## src/rtl/agc_sync_pkg.sv

```systemverilog
package agc_sync_pkg;
  // Commands from the control half to the countdown datapath
  typedef struct packed {
    logic load;      // start countdown from holdoffVal
    logic forceOne;  // jump the counter to one: strobe next cycle
  } syncCmd_t;
endpackage

```

## src/rtl/agc_sync_count.sv

```systemverilog
module agc_sync_count #(
  parameter int CNT_W = 16
) (
  input  logic                 clk,
  input  logic                 rstN,
  input  agc_sync_pkg::syncCmd_t cmd,
  input  logic [CNT_W-1:0]     holdoffVal,
  output logic                 cntIsOne
);
  localparam logic [CNT_W-1:0] ONE = CNT_W'(1);

  logic [CNT_W-1:0] cnt;

  always_ff @(posedge clk) begin
    if (!rstN)               cnt <= '0;
    else if (cmd.forceOne)   cnt <= ONE;
    else if (cmd.load)       cnt <= holdoffVal;
    else if (cnt != '0)      cnt <= cnt - ONE;
  end

  assign cntIsOne = (cnt == ONE);
endmodule

```

## src/rtl/agc_sync_ctrl.sv

```systemverilog
module agc_sync_ctrl #(
  parameter int CNT_W = 16
) (
  input  logic                   clk,
  input  logic                   rstN,
  input  logic                   pinSync,
  input  logic                   softSync,
  input  logic [CNT_W-1:0]       holdoffVal,
  input  logic                   cfgWrite,
  input  logic                   cfgForce,
  input  logic                   cfgInitOnSync,
  input  logic                   cfgFirstOnly,
  input  logic                   cfgBypass,
  input  logic                   cfgClipMode,
  output agc_sync_pkg::syncCmd_t cmd,
  output logic                   initOnSyncReg,
  output logic                   firstOnlyReg,
  output logic                   firstSeen,
  output logic                   bypassReg,
  output logic                   clipModeReg
);
  logic syncReq;
  logic blocked;
  logic accept;

  assign syncReq = pinSync | softSync;
  assign blocked = firstOnlyReg & firstSeen;
  assign accept  = syncReq & ~cfgWrite & (holdoffVal != '0) & ~blocked;

  always_comb begin
    cmd.load     = accept;
    cmd.forceOne = cfgWrite & cfgForce;
  end

  always_ff @(posedge clk) begin
    if (!rstN) begin
      initOnSyncReg <= 1'b0;
      firstOnlyReg  <= 1'b0;
      bypassReg     <= 1'b0;
      clipModeReg   <= 1'b0;
      firstSeen     <= 1'b0;
    end else if (cfgWrite) begin
      initOnSyncReg <= cfgInitOnSync;
      firstOnlyReg  <= cfgFirstOnly;
      bypassReg     <= cfgBypass;
      clipModeReg   <= cfgClipMode;
      firstSeen     <= 1'b0;
    end else if (accept) begin
      firstSeen     <= 1'b1;
    end
  end
endmodule

```

## src/rtl/agc_sync_unit.sv

```systemverilog
module agc_sync_unit #(
  parameter int CNT_W = 16
) (
  input  logic             clk,
  input  logic             rstN,
  input  logic             pinSync,
  input  logic             softSync,
  input  logic [CNT_W-1:0] holdoffVal,
  input  logic             cfgWrite,
  input  logic             cfgForce,
  input  logic             cfgInitOnSync,
  input  logic             cfgFirstOnly,
  input  logic             cfgBypass,
  input  logic             cfgClipMode,
  output logic             updateStrobe,
  output logic             initStrobe,
  output logic             bypassOut,
  output logic             clipModeOut
);
  agc_sync_pkg::syncCmd_t cmd;
  logic initOnSyncReg;
  logic firstOnlyReg;
  logic firstSeen;
  logic cntIsOne;

  agc_sync_ctrl #(.CNT_W(CNT_W)) uCtrl (
    .clk(clk), .rstN(rstN), .pinSync(pinSync), .softSync(softSync),
    .holdoffVal(holdoffVal), .cfgWrite(cfgWrite), .cfgForce(cfgForce),
    .cfgInitOnSync(cfgInitOnSync), .cfgFirstOnly(cfgFirstOnly),
    .cfgBypass(cfgBypass), .cfgClipMode(cfgClipMode), .cmd(cmd),
    .initOnSyncReg(initOnSyncReg), .firstOnlyReg(firstOnlyReg),
    .firstSeen(firstSeen), .bypassReg(bypassOut), .clipModeReg(clipModeOut)
  );

  agc_sync_count #(.CNT_W(CNT_W)) uCount (
    .clk(clk), .rstN(rstN), .cmd(cmd), .holdoffVal(holdoffVal),
    .cntIsOne(cntIsOne)
  );

  assign updateStrobe = cntIsOne;
  assign initStrobe   = cntIsOne & initOnSyncReg;
endmodule

```

## config.mk

```make
export PLATFORM = sky130hd
export DESIGN_NAME = agc_sync_unit
export DESIGN_NICKNAME = d
export VERILOG_FILES = /design/src/rtl/agc_sync_pkg.sv /design/src/rtl/agc_sync_count.sv /design/src/rtl/agc_sync_ctrl.sv /design/src/rtl/agc_sync_unit.sv
export SDC_FILE = /design/constraint.sdc
export NUM_CORES = 1
export LEC_CHECK = 0
export ABC_AREA = 1
export BUFFER_PORTS_ARGS = -buffer_cell sky130_fd_sc_hd__buf_4
export CORE_MARGIN = 5
export CORE_UTILIZATION = 25
export DETAILED_ROUTE_END_ITERATION = 8
export PLACE_DENSITY = 0.52
export SYNTH_ARGS = -nofsm -noshare
export SYNTH_HDL_FRONTEND = slang
export SYNTH_SLANG_ARGS = --single-unit
```

## constraint.sdc

```tcl
create_clock -name clk -period 1.65 [get_ports clk]
set_clock_uncertainty 0.15 [all_clocks]
set_input_delay 0.0825 -clock clk [delete_from_list [all_inputs] [get_ports clk]]
set_output_delay 0.0825 -clock clk [all_outputs]
set_load 0.005 [all_outputs]
```

---- Word level (Yosys, flattened, before mapping) ----
Cells that the tools add are included.
word-level totals
  bits in registers ....................... 21
  logic and storage cells ................. 28
  output and inout bits ................... 4
operators by class
  mux-type cells .......................... 3
  equality and inequality tests ........... 1
  add/subtract/negate cells ............... 1
  bitwise gates (word level) .............. 10
  reduce and logical (&&, ||, !) cells .... 6
operators by type and width
  operator                                                                count
  16-bit 2-to-1 mux                                                       2
  16-bit nonzero test                                                     2
  16-bit by 1-bit equality test with 1-bit output, second input constant  1
  16-bit by 1-bit subtractor with 16-bit output, second input constant    1
  1-bit AND                                                               6
  2-bit OR reduction                                                      2
  1-bit inverter                                                          3
  3-bit nonzero test                                                      1
  2-bit nonzero test                                                      1
  1-bit 2-to-1 mux                                                        1
  1-bit bitwise OR                                                        1

---- Logic depth before layout (Yosys ltp) ----
Gate-level depths: netlist of run 1.
  depth in word-level cells ............... 6
  depth in mapped cells ................... 11
  depth with buffers taken out ............ 10

---- Cells and area by module ----
From an unflattened synthesis of run 1, not the netlist that was laid out.
unflattened totals
  cells, all modules ...................... 225
  area, all modules ....................... 1398.8 µm²
by module, submodules not included
  module          cells an instance  times used  area each (µm²)
  agc_sync_count  180                1           1131.1
  agc_sync_ctrl   43                 1           260.2
  agc_sync_unit   2                  1           7.5

---- Worst setup path after synthesis of run 1 ----
OpenSTA, ideal clock, no wires.
  path type ............................... register to register
  start point ............................. register uCount.cnt[0]
  end point ............................... register uCount.cnt[1]
  arrival time ............................ 1.293 ns
  path buffers ............................ 0
  clock period less this slack ............ 1.556 ns
  path slack .............................. 0.094 ns
  stages on the path, launching flop included .. 9
  library setup time ...................... 0.113 ns
  path through ............................ dfxtp_1 inv_1 ha_1 nand3_2 nor2_8 nand3_1 nand3b_1 o21ai_1 nor2_1
on the way
  word-level cells in the longest chain between the ends .. 3
  elaborated cells between the ends (all ways) .. 5
  those cells by class .................... 1 x add/sub; 2 x mux; 2 x reduce/logical
RTL lines
  what                                           RTL line              text
  start, declared                                agc_sync_count.sv:12  logic [CNT_W-1:0] cnt;
  start signal, assigned                         agc_sync_count.sv:17  else if (cmd.load) cnt <= holdoffVal;
  start signal, assigned                         agc_sync_count.sv:18  else if (cnt != '0) cnt <= cnt - ONE;
  16-bit by 1-bit subtractor with 16-bit output  agc_sync_count.sv:18
  16-bit 2-to-1 mux                              agc_sync_count.sv:18
  16-bit 2-to-1 mux                              agc_sync_count.sv:17
Parallel ways exist; a longest one is shown, timed or not. The select of a mux whose other input is x is not followed.
A chain may end at the register's enable or synchronous reset.

---- Worst setup path in the final report of run 1 ----
  start point ............................. register uCount.cnt[9]
  end point ............................... output initStrobe
on the way
  word-level cells in the longest chain between the ends .. 2
RTL lines
  what                                             RTL line              text
  16-bit by 1-bit equality test with 1-bit output  agc_sync_count.sv:21  assign cntIsOne = (cnt == ONE);
  1-bit AND                                        agc_sync_unit.sv:41   assign initStrobe = cntIsOne & initOnSyncReg;
  end, declared                                    agc_sync_unit.sv:16   output logic initStrobe,
No other way between the ends.

==> flow_summary.yaml, run 1 <==
run_status:
  status: "finished with violations"
  violations: "negative setup slack"
synth:
  ys_seq_elements: 21
  yosysUniqueCellTypes: 29
  synth-async-reset-ratio: 0
  synth_common_cells: "nand2_1, nor2_1, dfxtp_1"
  yosysMostFrequentCell: "nand2_1"
  syn_nets: 242
  synth-edff-count: 0
  synthAdderAreaFrac: 0.0181
  synth.top_cell.area_share: 0.305
  postSynthAreaPerCell_sq_um: 6.44
  netlist_instances: 214
  yosysTopAreaCell: "dfxtp_1"
  yosysSeqAreaShare: 0.305
  synthFlopType: "dfxtp_1"
  synth_compound_area_frac: 0.0544
  synth_top_family_by_area: "simple AND/OR/NAND/NOR gates"
  synthMuxAreaShare: 0
  synth_top_cells_by_area: "dfxtp_1, nand2_1, nor2_1, inv_1, xor2_1"
  yosysWarnings: 0
  synth_area_sq_mm: 0.00138
  synth-simple-area-share: 0.485
  synth_xor_area_frac: 0.0445
critical_path:
  cp.arrival_ns: 1.46
  required_ns: 1.42
  crit_chain: "inv_2, nand2_4, nor2_4, nand2_2, nor3_2, buf_4, and2_4, buf_6"
  cp-start-kind: "register"
  end_kind: "primary output"
  crit_fanout: 2
  path_class: "register to primary output"
  max_stage_delay_ns: 0.34
  worst_path_max_delay_cell: "dfxtp_2"
  r2r_slack_ns: 0.02
clocking:
  cts_root_buf: "clkbuf_8"
  path_clk_slew_ns: 0.08
  clock_latency_ns: 0.27
  cts_num_sinks: 21
  cts-buffers-inserted: 3
  cts_max_path_buffers: 2
  htree_levels: 1
  cts_tree: "done"
power_and_ir_drop:
  p_per_area_mw_per_mm2: 860
  finalPower_uw: 1940
  leakagePower_uw: 0.00106
  ir_drop_uv: 415
cells_and_area:
  drive_gt1_frac: 0.372
  areaGrowthSynthToFinish_pct: 63.2
  n_antenna_cell: 0
  finalNetCount: 317
routing:
  drt_iter0_markers: 44
  dr_total_vias: 1531
  drt_wl_total_um: 3990
  drc_errors: 0
  drtPass1Iterations: 4
  viasPerCell: 4.25
  wl_per_cell_um: 11.1
  antenna_left: 0
placement:
  dp_hpwl_um: 2860
  routabilityCongestion: 0.824
  port_buffers: 29
grt:
  grtUsageTotal: 0.118
  grt_overflow: 0
  grt_antenna_before_repair: 0
  grt_pass1_vias: 1524
  grt_pass1_wl_um: 6890
  grt_start_max_net_pins: 14
sta:
  hold_viol_final: 0
  worst_slew_pin_slew_ns: 0.260
  setup_ws_ns: -0.0439
  maxSlewHeadroom: 0.826
  drv_slew: 0
  min_period_over_period: 1.03
  rsz0062_at_grt: "true"
  setup_viol: 2
  min_period_ns: 1.69
  fmax_mhz: 590
  fin_setup_tns_ns: -0.0572
floorplanning:
  die-height_um: 84.3
  coreArea_sq_mm: 0.00544
  start_util: 0.254
  ios: 30
  rows: 27
  fp.dieW_um: 84.3
  dieArea_sq_mm: 0.00710
run:
  drv_cap: 0
worst_hold_path:
  worstHoldPathType: "input port to register"
-- logic make-up (layout without fill, tap and decap cells) --
| family | Yosys count | in the layout |
|---|---|---|
| flops | 21 | 21 |
| xor+xnor | 7 | 7 |
| compound gates | 15 | 15 |
| fa+ha+maj | 2 | 2 |
| buf+inv | 28 | 102 |
| simple gates | 141 | 141 |
-- state kept, by name, summed over array words and instances, names as in the netlist --
signal,cells
uCtrl.firstOnlyReg,1
uCtrl.bypassReg,1
uCtrl.firstSeen,1
uCount.cnt,16
uCtrl.initOnSyncReg,1
uCtrl.clipModeReg,1
-- worst paths after layout --
check                        from               to  cells after the start
setup / recovery    uCount.cnt[9]       initStrobe                      8
hold / removal      holdoffVal[5]    uCount.cnt[5]                      5
setup reg to reg    uCount.cnt[1]    uCount.cnt[2]                     10
hold reg to reg   uCtrl.firstSeen  uCtrl.firstSeen                      2
-- power by group --
group          total, uW  internal [uW]  switching (uW)
Combinational        955            448             507
Clock                356            173             183
Sequential           626            571            55.0
Total               1940           1190             745
-- metal layers --
layer | global-route usage | vias up | part of all wire
li1 | - | 810 | -
met1 | 0.139 | 691 | 0.43
met2 | 0.212 | 28 | 0.51
met3 | 0.0314 | 2 | 0.047
met4 | 0.0307 | 0 | 0.0060
met5 | 0 | - | 0
-- what timing repair did --
item | CTS | global route
gates resized for setup | 18 | 28
setup endpoints to repair | 2 | 19
hold endpoints to repair | 19 | 0
pin swaps | 6 | 18
hold buffers | 23 | 0
cloned | 0 | 0
buffers inserted | 3 | 6
-- final cells by class --
| type | count | area (sq um) |
|---|---|---|
| flip-flops and latches | 21 | 428 |
| well taps | 72 | 90.1 |
| inverters | 25 | 96.3 |
| multi-input cells | 165 | 971 |
| clock buffers | 4 | 45.0 |
| repair buffers | 73 | 621 |
| fillers | 559 | 3190 |
-- worst max-delay path, delay by kind of cell (launching register included) --
kind                   cells  cell delay [ns]
buffers and inverters      3             0.29
AND/OR/NAND/NOR            5             0.56
flip-flops                 1             0.34
-- through the flow --
stage                util  instance area, sq um  hold slack [ns]  std cells  worst slack, ns
global route        0.414                  2250           0.0246        360           -0.127
CTS                 0.383                  2080        0.0000799        354          -0.0402
floorplan               -                  1380          0.00488        214           0.0937
finish              0.414                  2250         0.000119        360          -0.0439
global placement    0.323                  1760            0.154        326           0.0726
detailed placement  0.323                  1760            0.163        326           0.0590
-- cells in the final DEF, fill, tap and decap left out, types with 5 or more instances in the layout --
cell type / n
buf_4: 46
dfxtp_1: 15
dfxtp_2: 6
dlygate4sd3_1: 23
inv_1: 12
inv_2: 11
nand2_1: 55
nand2_2: 5
nand3_1: 5
nand3_2: 5
nor2_1: 42
nor2_2: 6
o21ai_1: 7
xor2_1: 6
No activity file was read; power rests on OpenSTA's default activity.
==> inputs of run 2 (changes only) <==
- CTS_CLUSTER_SIZE: default -> 16
- MAX_ROUTING_LAYER: default -> met4
- clock period: 1.65 -> 1.5 ns (I/O delays scaled with it)
==> run 2 against run 1 <==
The flow still finishes with violations (negative setup slack). Hold slack better by 0.0067 ns. Worst setup slack worse by 0.12 ns. First-iteration DRC count is 25% higher. Sequential power is 7.5% higher. Sequential share of layout area is 0.061 points higher. Combinational power is 6% higher. Critical endpoint unchanged.
==> flow_summary.yaml, run 2 (synthesized netlist as in run 1, its figures left out) <==
critical_path:
  cp_top_family: "simple AND/OR/NAND/NOR gates"
  crit_fanout: 2
  reg2reg_depth: 10
  path_class: "register to primary output"
  end_kind: "primary output"
  worst_path_max_delay_cell: "dfxtp_2"
  max_stage_delay_ns: 0.33
  cp-start-kind: "register"
  required_ns: 1.27
  cp.arrival_ns: 1.44
  crit_chain: "inv_2, buf_6, ha_4, nand4_1, nor3_2, and2_1, buf_4"
  timing.critical_path.to: "initStrobe"
  r2r_slack_ns: -0.13
  cp_num_buf_inv: 3
  cp.depth: 7
  crit_start: "uCount.cnt[1]"
  rr_startpoint: "uCount.cnt[1]"
  r2r_end: "uCount.cnt[4]"
sta:
  min_period_over_period: 1.11
  fmax_mhz: 602
  worst_slew_pin_slew_ns: 0.224
  drv_slew: 0
  min_period_ns: 1.66
  maxSlewHeadroom: 0.850
  setup_ws_ns: -0.161
  setup_viol: 17
  hold_viol_final: 0
  rsz0062_at_grt: "true"
cells_and_area:
  drive_gt1_frac: 0.337
  largest_reg_flops: 16
  fin_util: 0.406
  areaGrowthSynthToFinish_pct: 60.3
  regMostFlops: "uCount.cnt"
  finalNetCount: 326
  final_cell_mix: "buf_4, nand2_1, nor2_1"
  n_fill_cell: 562
  final_common_cell: "buf_4"
  stdcell_count: 369
  n_antenna_cell: 0
floorplanning:
  dieArea_sq_mm: 0.00710
  coreArea_sq_mm: 0.00544
  ios: 30
  die-height_um: 84.3
  start_util: 0.254
  rows: 27
  fp.dieW_um: 84.3
power_and_ir_drop:
  leakagePower_uw: 0.00108
  p_per_area_mw_per_mm2: 936
  ir_drop_uv: 437
placement:
  routabilityCongestion: 0.815
  dp_hpwl_um: 2970
  post-place-ws_ns: -0.0731
  port_buffers: 29
  placedCellCount: 342
worst_hold_path:
  worstHoldPathType: "input port to register"
  hold_start: "cfgWrite"
routing:
  drt_wl_total_um: 4060
  drc_errors: 0
  drtPass1Iterations: 4
  viasPerCell: 4.18
  drt_iter0_markers: 55
  dr_total_vias: 1544
  antenna_left: 0
  wl_per_cell_um: 11.0
clocking:
  cts_max_path_buffers: 2
  cts-buffers-inserted: 3
  cts_num_sinks: 21
  htree_levels: 1
  cts_tree: "done"
  path_clk_slew_ns: 0.08
  clock_latency_ns: 0.27
  cts_root_buf: "clkbuf_8"
grt:
  grt_overflow: 0
  grt_pass1_wl_um: 6880
  grt_antenna_before_repair: 0
  grtUsageTotal: 0.123
  grt_pass1_vias: 1580
  grt_start_max_net_pins: 13
run_status:
  status: "finished with violations"
  violations: "negative setup slack"
run:
  drv_cap: 0
run 2: per-layer routing:
layer	up-vias	routed length [um]	global-route usage
met3	5	181	0.0236
met5	-	0	-
met2	33	1910	0.204
met4	0	63	0.0439
li1	823	-	-
met1	683	1900	0.149
run 2: repair_timing:
| action | in CTS | in global routing |
|---|---|---|
| resized for setup | 12 | 0 |
| endpoints found under the setup margin | 17 | 18 |
| setup buffers | 3 | 0 |
| pin swaps | 6 | 6 |
| endpoints found under the hold margin | 20 | 0 |
| hold buffers | 20 | 0 |
run 2: cell type report:
cell class                      count  area (sq um)  share of cell area
Timing Repair Buffer               82           673               0.304
Inverter                           25          93.8              0.0424
Clock buffer                        3          41.3              0.0187
Multi-Input combinational cell    165           886               0.401
Sequential cell                    21           422               0.191
Tap cell                           72          90.1              0.0407
Clock inverter                      1          5.00             0.00226
run 2: worst min-delay path by stage:
stage	end	slack (ns)	cells after the start
floorplan	uCtrl.firstSeen	-0.003	1
global placement	uCtrl.clipModeReg	0.15	3
detailed placement	uCtrl.firstOnlyReg	0.15	3
CTS	uCtrl.initOnSyncReg	0.008	4
global route	uCtrl.clipModeReg	0.01	4
finish	uCtrl.initOnSyncReg	0.007	4
run 2: metrics by stage:
stage / hold slack (ns) / area [sq um] / setup TNS [ns] / total power (uW)
after floorplan: -0.00262 / 1390 / 0 / 1250
after global placement: 0.148 / 1890 / -0.429 / 1580
after detailed placement: 0.154 / 1890 / -0.498 / 1590
after CTS: 0.00754 / 2210 / -1.49 / 2090
after global routing: 0.0112 / 2210 / -3.58 / 2240
final: 0.00682 / 2210 / -1.67 / 2070
run 2: power breakdown:
| part | switching, uW | internal, uW | leakage (uW) |
|---|---|---|---|
| clock | 205 | 186 | 0.0000255 |
| sequential | 48.5 | 624 | 0.000174 |
| combinational | 516 | 490 | 0.000883 |
| total | 770 | 1300 | 0.00108 |
run 2: tightest hold or removal path, cell delays in order:
cell and delay, ns:
buf_4 0.11, inv_1 0.07, nor2_1 0.09, nor2_1 0.05
